==> config.mk <==
export PLATFORM = sky130hd
export DESIGN_NAME = pulse_code_counter
export DESIGN_NICKNAME = d
export VERILOG_FILES = /design/src/rtl/pcc_pkg.sv /design/src/rtl/pcc_mode_latch.sv /design/src/rtl/pcc_rise_detect.sv /design/src/rtl/pcc_step_next.sv /design/src/rtl/pulse_code_counter.sv
export SDC_FILE = /design/constraint.sdc
export NUM_CORES = 1
export LEC_CHECK = 0
export BUFFER_PORTS_ARGS = -buffer_cell sky130_fd_sc_hd__buf_2
export CAP_MARGIN = 40
export CORE_MARGIN = 2
export CORE_UTILIZATION = 55
export CTS_BUF_LIST = sky130_fd_sc_hd__clkbuf_8 sky130_fd_sc_hd__clkbuf_16
export CTS_CLUSTER_DIAMETER = 80
export DETAILED_ROUTE_END_ITERATION = 8
export GPL_TIMING_DRIVEN = 0
export PLACE_DENSITY = 0.82
export SLEW_MARGIN = 20
export SYNTH_ARGS = -nofsm -noshare
export SYNTH_HDL_FRONTEND = slang
export SYNTH_HIERARCHICAL = 1
export SYNTH_SLANG_ARGS = --single-unit
==> constraint.sdc <==
create_clock -name clk -period 4.1 [get_ports clk]
set_input_delay 0.41 -clock clk [delete_from_list [all_inputs] [get_ports clk]]
set_output_delay 0.41 -clock clk [all_outputs]
set_load 0.05 [all_outputs]
==> src/rtl/pcc_pkg.sv <==
// Shared types for the pulse-driven code counter.
package pcc_pkg;
    // Effective interpretation of the pulse and write inputs in one cycle.
    typedef enum logic [1:0] {
        PCC_INC_ONLY = 2'd0,
        PCC_UPDOWN   = 2'd1,
        PCC_SERIAL   = 2'd2
    } pcc_mode_t;
endpackage

==> src/rtl/pcc_mode_latch.sv <==
// Sticky mode latches. Records a low select level (serial ownership) and,
// in pulse mode only, a low data level (up/down counting). Both clear only
// on reset. Also gives the effective mode for the current edge, so a level
// acts in the same cycle it is first seen.
// Assumes sel_n and dir_in are already synchronous to clk.
module pcc_mode_latch (
    input  logic                clk,
    input  logic                rst_n,
    input  logic                sel_n,
    input  logic                dir_in,
    output logic                serial_q,
    output logic                updown_q,
    output pcc_pkg::pcc_mode_t  mode
);
    // Sticky capture of both levels.
    always_ff @(posedge clk) begin
        if (!rst_n) begin
            serial_q <= 1'b0;
            updown_q <= 1'b0;
        end else begin
            if (!sel_n)
                serial_q <= 1'b1;
            if (!dir_in && sel_n && !serial_q)
                updown_q <= 1'b1;
        end
    end

    // Mode in force at this edge: latched state merged with live levels.
    always_comb begin
        if (serial_q || !sel_n)
            mode = pcc_pkg::PCC_SERIAL;
        else if (updown_q || !dir_in)
            mode = pcc_pkg::PCC_UPDOWN;
        else
            mode = pcc_pkg::PCC_INC_ONLY;
    end
endmodule

==> src/rtl/pcc_rise_detect.sv <==
// Rising-edge detector for the pulse input. The stored previous level
// resets to 1, so a level that is already high when reset ends is not
// counted. Assumes the input is synchronous to clk.
module pcc_rise_detect (
    input  logic clk,
    input  logic rst_n,
    input  logic level,
    output logic rise
);
    logic prev_q;

    // Remember the level sampled at the previous edge.
    always_ff @(posedge clk) begin
        if (!rst_n)
            prev_q <= 1'b1;
        else
            prev_q <= level;
    end

    // High for the cycle in which the level first goes high.
    assign rise = level & ~prev_q;
endmodule

==> src/rtl/pcc_step_next.sv <==
// Next value of the stepped upper field for one pulse. Wraps in
// count-up-only mode and saturates at both ends in up/down mode. Pure logic.
module pcc_step_next #(
    parameter int unsigned UW = 6
) (
    input  logic [UW-1:0]       cur,
    input  pcc_pkg::pcc_mode_t  mode,
    input  logic                dir_up,
    output logic [UW-1:0]       nxt
);
    localparam logic [UW-1:0] TOP = {UW{1'b1}};
    localparam logic [UW-1:0] ONE = UW'(1);

    // Select wrap, saturating up, saturating down or hold.
    always_comb begin
        unique case (mode)
            pcc_pkg::PCC_INC_ONLY: nxt = cur + ONE;
            pcc_pkg::PCC_UPDOWN: begin
                if (dir_up)
                    nxt = (cur == TOP) ? cur : cur + ONE;
                else
                    nxt = (cur == '0) ? cur : cur - ONE;
            end
            default: nxt = cur;
        endcase
    end
endmodule

==> src/rtl/pulse_code_counter.sv <==
// Top of the pulse-driven DAC code counter. Owns the code register that is
// shared by the pulse path and the serial-side parallel write. Pulses step
// only bits [CODE_W-1:STEP_LSB]; the low bits change only by a write.
// Sleep freezes the code. Assumes all inputs are synchronous to clk.
module pulse_code_counter #(
    parameter int unsigned       CODE_W     = 8,
    parameter int unsigned       STEP_LSB   = 2,
    parameter logic [CODE_W-1:0] RESET_CODE = {1'b1, {(CODE_W-1){1'b0}}}
) (
    input  logic              clk,
    input  logic              rst_n,
    input  logic              sel_n,
    input  logic              dir_in,
    input  logic              step_in,
    input  logic              sleep_n,
    input  logic              wr_en,
    input  logic [CODE_W-1:0] wr_code,
    output logic [CODE_W-1:0] code,
    output logic              serial_mode,
    output logic              updown_mode
);
    localparam int unsigned UW = CODE_W - STEP_LSB;

    pcc_pkg::pcc_mode_t mode;
    logic               step_rise;
    logic [UW-1:0]      upper_nxt;
    logic [CODE_W-1:0]  code_q;

    pcc_mode_latch u_mode (
        .clk      (clk),
        .rst_n    (rst_n),
        .sel_n    (sel_n),
        .dir_in   (dir_in),
        .serial_q (serial_mode),
        .updown_q (updown_mode),
        .mode     (mode)
    );

    pcc_rise_detect u_rise (
        .clk   (clk),
        .rst_n (rst_n),
        .level (step_in),
        .rise  (step_rise)
    );

    pcc_step_next #(.UW(UW)) u_next (
        .cur    (code_q[CODE_W-1:STEP_LSB]),
        .mode   (mode),
        .dir_up (dir_in),
        .nxt    (upper_nxt)
    );

    // Code register: serial write, or one pulse step, unless asleep.
    always_ff @(posedge clk) begin
        if (!rst_n) begin
            code_q <= RESET_CODE;
        end else if (sleep_n) begin
            if (mode == pcc_pkg::PCC_SERIAL) begin
                if (wr_en)
                    code_q <= wr_code;
            end else if (step_rise) begin
                code_q[CODE_W-1:STEP_LSB] <= upper_nxt;
            end
        end
    end

    assign code = code_q;
endmodule

### Word level (Yosys, flattened, before mapping)

Index checks and enable logic that the tools add are counted.

* add/subtract/negate cells: 2
* equality and inequality tests: 6
* multiplexer cells: 9
* bitwise logic cells: 2
* reduce and logical (&&, ||, !) cells: 13

Operator list (count)
* 6-bit two-way mux: 5
* 6-bit case mux with 2 select lines: 1
* 8-bit two-way mux: 1
* 4-bit inequality test (second input constant): 2
* 6-bit by 1-bit adder with 6-bit output (second input constant): 1
* 6-bit equality test (second input constant): 1
* 6-bit zero test: 1
* 6-bit AND reduction: 1
* 6-bit by 1-bit subtractor with 6-bit output (second input constant): 1
* 1-bit zero test: 3
* 3-bit AND reduction: 1
* 3-bit nonzero test: 1
* 2-bit by 1-bit equality test with 1-bit output (second input constant): 1
* 2-bit equality test (second input constant): 1
* 1-bit logical AND: 2
* 2-bit zero test: 1
* 1-bit logical OR: 2
* 2-bit two-way mux: 1
* 2-bit inequality test (second input constant): 1
* 2-bit nonzero test: 1
* 1-bit AND: 1
* 1-bit two-way mux: 1
* 1-bit inverter: 1

* flip-flop bits (word level): 11
* input port bits: 15
* output and inout port bits: 10
* logic and storage cells: 37

### Depth between registers and ports, before layout

Gate-level depths: netlist of run 1.

* word-level depth: 8
* depth in mapped cells: 9
* gate-level depth less buffers: 9

### Cells and area by module

Netlist of run 1, hierarchy kept.

By module, submodules not included
* pulse_code_counter: instances 1, cells each 52, area each 439.2 sq um, seq. area each 160.2 sq um
* pcc_step_next: instances 1, cells each 65, area each 436.7 sq um, seq. area each 0.0 sq um
* pcc_mode_latch: instances 1, cells each 9, area each 90.1 sq um, seq. area each 40.0 sq um
* pcc_rise_detect: instances 1, cells each 3, area each 40.0 sq um, seq. area each 20.0 sq um

### Worst setup path after synthesis of run 1

No wires, ideal clock.

* path kind: reg-to-reg
* start point: register code_q[3], in the netlist code[3]
* end point: register code_q[6], in the netlist code[6]
* setup time: 0.091 ns
* arrival time: 2.080 ns
* required time: 4.009 ns
* setup slack: 1.929 ns
* stages on the path, launching flop included: 9
* path buffers: 0
* period minus slack after synthesis: 2.171 ns
* cell sequence: dfxtp_1 > inv_1 > ha_1 > or4b_4 > nor3_2 > a21oi_1 > a221oi_2 > nand2_1 > a311oi_1

* longest elaborated chain between the ends: 6
* elaborated cells on any way between the ends: 13
* those cells by class: add/sub: 2; eq/ne: 3; mux: 6; reduce/logical: 2

Ends and longest elaborated chain
* start: declaration: RTL line pulse_code_counter.sv:27 `logic [CODE_W-1:0] code_q;`
* start signal: assignment: RTL line pulse_code_counter.sv:60 `code_q <= wr_code;`
* start signal: indexed assignment: RTL line pulse_code_counter.sv:62 `code_q[CODE_W-1:STEP_LSB] <= upper_nxt;`
* 6-bit by 1-bit subtractor with 6-bit output or 6-bit by 1-bit adder with 6-bit output (tied branches): RTL line pcc_step_next.sv:22, pcc_step_next.sv:17, pcc_step_next.sv:20
* 6-bit two-way mux (on tied branches): RTL line pcc_step_next.sv:22, pcc_step_next.sv:20
* 6-bit two-way mux: RTL line pcc_step_next.sv:19 `if (dir_up)`
* 6-bit case mux with 2 select lines *: RTL line pcc_step_next.sv:16 `unique case (mode)`
* net upper_nxt[4]: RTL line pulse_code_counter.sv:26 `logic [UW-1:0] upper_nxt;`
* 6-bit two-way mux *: RTL line pulse_code_counter.sv:61 `end else if (step_rise) begin`
* 6-bit two-way mux *: RTL line pulse_code_counter.sv:58 `if (mode == pcc_pkg::PCC_SERIAL) begin`

The timed path passes the listed nets; every way through them passes the cells marked *. The select of a mux whose other input is x is not followed.
A chain may end at the register's enable or synchronous reset.

### Worst setup path in the final report of run 1

Ends and elaborated chain as after synthesis.

==> impl.org, run 1 <==
** Routing
- Iteration count of the initial detailed-routing pass :: 4
- After detailed routing, the number of remaining DRC violations is 0.
- Dividing the detail-routed via count by the number of cells gives 5.85.
- Detailed routing inserted a total of 1,059 vias.
- The first routing iteration left 38 violations.
- Wires add up to 2.50 mm.
- Once detail routing completed, the nets flagged for antenna violations numbered 0.
- After detailed routing, the average wire length per cell comes to 13.8 microns.

** Critical path
- STA classifies the critical path startpoint as a flop.
- For the worst setup path, the data arrival time is 2.36 ns.
- Maximum fanout count along the critical path :: 10
- Measured in cells, the most critical reg-to-reg path has a length of 8.
- For the worst setup path, the data required time is 4.24 ns.
- The critical path in this run is classified as flop to flop.
- Worst-case register-to-register setup slack :: 1.88 ns
- Crit end category :: flop

** Floorplan
- Rows :: 15
- The die covers 2190 sq um.
- In this run the horizontal extent of the chip is 46.8 microns.
- From bottom edge to top edge, the die measures 46.8 microns.
- The total area inside the core boundary comes to 1730 sq um.
- Count of pins on the block boundary :: 25
- Once the floorplan was initialized, standard cells occupied 58.3% of the core.

** Global route
- Global routing finished with a remaining overflow of 0.
- Met3 demand-to-capacity share in global routing :: 6.92%
- Antenna violations before repair :: 0
- First-pass GRT wire length :: 4.11 mm
- Across every metal layer, demand over resource in global routing totals 26.3%.
- Pin count of the biggest net entering global routing :: 12
- Global-route track usage on met1 :: 35.5%
- After global routing, the most crowded layer is met2.
- Via count of the first global-routing pass :: 918
- For this run, global-route usage on met2 was measured as 41.1%.

** Clock tree
- CTS placed an instance of sky130_fd_sc_hd__clkbuf_8 at the clock tree root.
- Clock sinks :: 11
- Hold_buf cts :: 0
- In this run, CTS created clock tree buffers numbering 3.
- Worst-case clock buffer depth :: 2
- Once the clock tree was built, the setup fixing pass inserted 0 buffers.
- Post-cts gate resize count :: 0
- TritonCTS built the clock tree.
- In this run the number of H-tree levels came out at 1.
- CTS clk-pin slew, worst paths :: 0.05 ns
- Clock latency on the worst-skew pair :: 0.24 ns

** Place
- The placed instances occupy a cell area of 1150 sq um.
- RePlAce Congestion :: 0.878
- Counting tap cells, the placed design contains a total of 177 instances.
- Port buffer count :: 23
- Detailed-placement wirelength estimate :: 1.85 mm

** Hold path
- The path class of the tightest hold or removal check is input pin to flop.
- The worst hold path was traced through 2 stages.

** Cells and area
- Area added between synthesis and finish :: 19.0%
- Area taken by multi-input logic gates :: 702 sq um
- Register area :: 220 sq um
- In the final layout, the share of cells above drive strength 1 is 28.8%.
- Post-route cell area :: 1200 sq um
- Layout filler cell count :: 164
- Highest-count cells in the layout ignoring fill and taps :: sky130_fd_sc_hd__buf_2 (24), sky130_fd_sc_hd__nand2_1 (21), sky130_fd_sc_hd__dfxtp_1 (11)
- NumNets Final :: 175
- Post-route non-filler standard cell count :: 181
- Leading cell type in the layout, fill and taps excluded :: sky130_fd_sc_hd__buf_2
- The repair_antennas step left the layout with diodes totalling 0.

** Logic synthesis
- Yosys printed 6 warnings.
- Post-synthesis instance area :: 1010 sq um
- After synthesis, flip-flops and latches occupy 21.9% of the total area.
- Predominant post-synthesis flop cell :: sky130_fd_sc_hd__dfxtp_1
- The average instance in the mapped netlist occupies 7.80 sq um.
- When the netlist entered floorplanning its net count stood at 147.
- After synthesis, the netlist uses 48 different library cells.
- In this run, synthesis inferred 0 flip-flops with an integrated enable.
- Synthesized instance count :: 129
- Synthesis inferred 11 register bits.
- Counting flops with an async set or reset pin after synthesis yields a share of 0%.

** STA
- The smallest clock period supported by the final layout is computed as 2.22 ns.
- At the pin with the least slew margin, the transition time is 0.717 ns.
- Worst Skew :: 0.00229 ns
- Total setup violations reported at the end of the flow :: 0
- Maximum frequency from static timing analysis :: 450 MHz
- Final hold violations :: 0
- Setup repair after global routing left no endpoint under its margin.
- The final critical path takes up 54.2% of the cycle.
- Setup TNS :: 0 ns
- Across all hold checks on the routed design, the worst slack comes to 0.368 ns.
- Final slew viol count :: 0
- Max-slew headroom :: 52.2%

** Power
- For this design the static power due to leakage is 0.521 nW.
- Peak ir drop on the vdd network :: 0.000243 V
- Power spread over the standard cell area amounts to 303 nW/um^2.
- Total power for the finished layout comes to 0.000363 W.

** Status
- Result of the run :: complete, no violations

** Job
- Max capacitance violation total :: 0
-- layout make-up --
class	instances	area share [%]
multi-input combinational	103	58.6
sequential	11	18.4
timing repair buffer	23	9.61
buffer	7	4.49
clock buffer	3	3.45
tap	25	2.61
inverter	8	2.51
clock inverter	1	0.313
-- through the flow --
step | utilization [%] | setup WS (ns)
2_1_floorplan | - | 1.93
3_3_place_gp | 66.7 | 1.85
3_5_place_dp | 66.7 | 1.79
4_1_cts | 69.3 | 1.89
5_1_grt | 69.3 | 1.69
6_report | 69.3 | 1.88
-- power by group --
part	total [W]	internal, W	switching [W]
combinational	0.000127	0.0000500	0.0000766
clock	0.000109	0.0000660	0.0000434
sequential	0.000127	0.000114	0.0000124
total	0.000363	0.000230	0.000132
-- cells by family after synthesis --
group                    synth area share [%]
buffers and inverters                    8.33
AO/OA/AOI/OAI                            26.2
flip-flops                               21.9
XOR/XNOR                                 1.74
adder cells (fa/ha/maj)                  3.73
multiplexers                             3.11
AND/OR/NAND/NOR                          35.0
-- cell usage after synthesis, drive strengths merged (2+ instances only) --
cell type	n	area share (%)
buf	5	4.6
nor2	5	1.9
nand3	8	4.0
and3	3	2.1
inv	8	3.0
ha	3	3.7
clkbuf	2	0.75
nand2b	8	5.7
dfxtp	11	22
mux2i	2	2.0
a211oi	6	4.5
a22oi	2	1.5
nor2b	3	2.6
nand2	21	7.8
nor3	3	2.0
a21oi	6	3.0
xnor2	2	1.7
a311oi	5	4.4
o21ai	4	2.4
and2	2	1.5
-- flip-flops by register name, summed over array words and instances, names as in the netlist --
signal           cells
code                 8
u_rise/prev_q        1
u_mode/serial_q      1
u_mode/updown_q      1
-- critical path: stages (launching register included) --
cell and delay, ns:
sky130_fd_sc_hd__dfxtp_1 0.40, sky130_fd_sc_hd__inv_1 0.15, sky130_fd_sc_hd__ha_1 0.18, sky130_fd_sc_hd__or4b_4 0.48
sky130_fd_sc_hd__nor3_2 0.18, sky130_fd_sc_hd__a21oi_1 0.07, sky130_fd_sc_hd__a221oi_2 0.27, sky130_fd_sc_hd__nand2_1 0.10
sky130_fd_sc_hd__a311oi_1 0.29
-- final timing paths --
path	startpoint	end
worst min-delay path	step_in	u_rise/prev_q$_SDFF_PN1_
worst min register to register	code[1]$_SDFFE_PN0P_	code[1]$_SDFFE_PN0P_
worst max-delay path	code[3]$_SDFFE_PN0P_	code[6]$_SDFFE_PN0P_
worst max register to register	code[3]$_SDFFE_PN0P_	code[6]$_SDFFE_PN0P_
-- layer usage --
layer  wire (microns)  share of wire (%)  vias up
met3              169                6.7        6
met1             1090                 43      495
met4               35                1.4        0
li1                 -                  -      521
met2             1210                 48       37
met5                0                  0        -
Power figures use the tool's default switching activity.
==> run 2: changes to the inputs <==
--- a/config.mk
+++ b/config.mk
@@ -8,12 +8,12 @@
 export BUFFER_PORTS_ARGS = -buffer_cell sky130_fd_sc_hd__buf_2
 export CAP_MARGIN = 40
 export CORE_MARGIN = 2
-export CORE_UTILIZATION = 55
+export CORE_UTILIZATION = 52
 export CTS_BUF_LIST = sky130_fd_sc_hd__clkbuf_8 sky130_fd_sc_hd__clkbuf_16
 export CTS_CLUSTER_DIAMETER = 80
 export DETAILED_ROUTE_END_ITERATION = 8
 export GPL_TIMING_DRIVEN = 0
-export PLACE_DENSITY = 0.82
+export PLACE_DENSITY = 0.78
 export SLEW_MARGIN = 20
 export SYNTH_ARGS = -nofsm -noshare
 export SYNTH_HDL_FRONTEND = slang
==> constraint.sdc (replaced) <==
create_clock -name clk -period 2.1 [get_ports clk]
set_input_delay 0.21 -clock clk [delete_from_list [all_inputs] [get_ports clk]]
set_output_delay 0.21 -clock clk [all_outputs]
set_load 0.05 [all_outputs]
==> impl.org, run 2 (synthesis results as in run 1) <==
** Global route
- The number of global-route vias before repair is 938 (+2.2%).
- Total routing resource utilization after global routing :: 24.8% (-1.5 points)
- The total congestion overflow after global routing was 0 (unchanged).
- Antenna violations before repair :: 0 (unchanged)
- The maximum number of pins on one net before global-route repair came to 12 (unchanged).
- The global-route wire length before repair was 4.06 mm (-1.0%).

** Cells and area
- Highest-count cells in the layout ignoring fill and taps :: sky130_fd_sc_hd__buf_2 (24), sky130_fd_sc_hd__nand2_1 (21), sky130_fd_sc_hd__dfxtp_1 (9)
- The non-filler instance count after layout is 184 (+1.7%).
- Post-route cell area :: 1240 sq um (+3.8%)
- The library cell used most frequently in the layout, excluding fill and tap cells, is sky130_fd_sc_hd__buf_2.
- The number of flip-flops in the largest register came to 8 (unchanged).
- Antenna diodes :: 0 (unchanged)
- The fraction of final layout cells with drive strength greater than 1 is 34.0% (+5.1 points).
- Layout filler cell count :: 162 (-1.2%)
- Final design utilization :: 70.4% (+1.1 points)
- Compared with the post-synthesis result, the final layout area differs by 23.5%.
- NumNets Final :: 178 (+1.7%)

** STA
- The measured slew at the worst slew-check pin is 0.493 ns (-0.225 ns).
- Final slew viol count :: 0 (unchanged)
- The count of endpoints failing hold in the final timing report was 0 (unchanged).
- Post-route clock period utilization :: 92.5% (+38 points)
- The minimum clock period was 1.94 ns (-0.278 ns).
- The relative max-transition margin came to 66.3% (+14 points).
- The achievable clock frequency came to 515 MHz (+14%).
- Worst Skew :: 0.00495 ns (+0.00267 ns)
- Unrepaired setup endpoints after global routing :: no
- The final setup violation count was 0 (unchanged).

** Clock tree
- The count of hold-fix buffers inserted at cts came to 0 (unchanged).
- Clock latency on the worst-skew pair :: 0.24 ns (about the same)
- CTS tree :: built
- Buffer type at the clock tree root :: sky130_fd_sc_hd__clkbuf_8
- Worst-case clock buffer depth :: 2 (unchanged)
- CTS clk-pin slew, worst paths :: 0.06 ns (about the same)
- Maximum level of the CTS H-tree :: 1 (unchanged)
- The TritonCTS buffer count was 3 (unchanged).
- Clock sinks :: 11 (unchanged)

** Critical path
- The worst setup path is captured at a flop.
- The number of cells on the critical path was 8 (unchanged).
- The required time of the critical path was 2.25 ns (-1.99 ns).
- The maximum single-stage delay on the critical path is 0.47 ns (about the same).
- Class of the most critical setup path :: flop to flop
- Slowest-stage cell, CP :: sky130_fd_sc_hd__or4b_4
- The arrival time at the worst endpoint was 2.09 ns (-0.27 ns).
- Family with the most delay on the worst path :: simple AND/OR/NAND/NOR gates
- Buffers and inverters on the worst path :: 1 (unchanged)
- Cells traversed along the worst timing path :: inv_1, ha_2, or4b_4, nor3_2, a21oi_1, a221oi_2, nand2_1, a311oi_1
- Number of cells on the worst reg-to-reg path :: 8 (unchanged)
- Maximum fanout count along the critical path :: 9 (-1)
- Sort of element at the start of the critical path :: flop

** Power
- Post-layout power :: 0.000725 W (+100%)
- Power density over the cells :: 583 nW/um^2 (+93%)
- Cell leakage power :: 0.540 nW (+3.6%)
- The worst supply voltage drop on vdd was 0.000605 V (+150%).

** Hold path
- Hold Path Stages :: 2 (unchanged)
- Classification of the worst-slack hold path :: input pin to flop

** Routing
- Post-DRT Antenna Nets :: 0 (unchanged)
- DRT iter0 DRCs :: 46 (+21%)
- The number of vias in the routed layout is 1,080 (+2.0%).
- The final routed DRC violation total is 0 (unchanged).
- Routed wire length :: 2.65 mm (+5.9%)
- Iteration count of the initial detailed-routing pass :: 4 (unchanged)
- Ratio of routed vias to standard cells :: 5.87 (+0.32%)
- Routed wirelength normalized by instance count :: 14.4 microns (+4.1%)

** Floorplan
- Die X-Extent :: 48.0 microns (+2.6%)
- Die height :: 48.0 microns (+2.6%)
- Initial Util :: 57.0% (-1.2 points)
- DIE AREA :: 2300 sq um (+5.3%)
- Floorplan Core Area :: 1760 sq um (+2.2%)
- The count of standard-cell rows was 15 (unchanged).
- Count of pins on the block boundary :: 25 (unchanged)

** Status
- The flow ran to the end, and the final reports show no timing, DRC or antenna violations.

** Place
- Cell total after placement :: 177 (unchanged)
- Detailed-placement wirelength estimate :: 1.91 mm (+2.8%)
- RePlAce Congestion :: 0.865 (-1.4%)
- Cell area after placement :: 1150 sq um (+0.22%)
- The quantity of I/O buffers inserted on ports came to 23 (unchanged).

** Job
- Max capacitance violation total :: 0 (unchanged)
==> run 2: changes by cell type in the layout (fill, tap and decap cells not counted), sizes merged <==
cell    previous run  this run
buf               28        31
clkinv             0         1
inv                9         8
==> run 2: through the flow <==
| step | setup WS, ns | setup TNS [ns] | hold WS [ns] |
|---|---|---|---|
| 6_report | 0.158 | 0 | 0.165 |
| 2_1_floorplan | 0.00303 | 0 | 0.283 |
| 3_5_place_dp | -0.104 | -0.169 | 0.416 |
| 5_1_grt | 0.00384 | 0 | 0.167 |
| 3_3_place_gp | -0.0729 | -0.106 | 0.412 |
| 4_1_cts | 0.0551 | 0 | 0.171 |
==> run 2: worst paths after layout <==
kind	start	slack [ns]	end
worst max-delay path	code[2]$_SDFFE_PN0P_	0.16	code[6]$_SDFFE_PN0P_
worst min-delay path	step_in	0.17	u_rise/prev_q$_SDFF_PN1_
worst max register to register	code[2]$_SDFFE_PN0P_	0.16	code[6]$_SDFFE_PN0P_
worst min register to register	code[1]$_SDFFE_PN0P_	0.47	code[1]$_SDFFE_PN0P_
==> run 2: metal layers <==
metal | vias to the layer above | routed length, microns | global-route usage [%]
li1 | 527 | - | -
met1 | 506 | 1130 | 31.6
met2 | 45 | 1340 | 42.4
met3 | 2 | 170 | 4.91
met4 | 0 | 9 | 6.49
met5 | - | 0 | 0
==> run 2: timing repair <==
action / in CTS / in global routing
buffers inserted: 0 / 3
endpoints found under the setup margin: 3 / 3
gates resized for setup: 1 / 5
pin swaps: 0 / 3
==> run 2: power by group <==
group	switching (W)	total, W	leakage, nW	internal, W
clock network	0.0000891	0.000220	0.0255	0.000131
logic	0.000155	0.000258	0.423	0.000103
registers	0.0000243	0.000247	0.0919	0.000223
==> run 2: cell type report <==
class | count | area (sq um) | area share (%)
tap | 25 | 31.3 | 2.52
inverter | 8 | 30.0 | 2.42
clock buffer | 3 | 41.3 | 3.32
sequential | 11 | 228 | 18.3
timing repair buffer | 26 | 138 | 11.1
buffer | 7 | 53.8 | 4.33
clock inverter | 1 | 5.00 | 0.403
multi-input combinational | 103 | 716 | 57.6
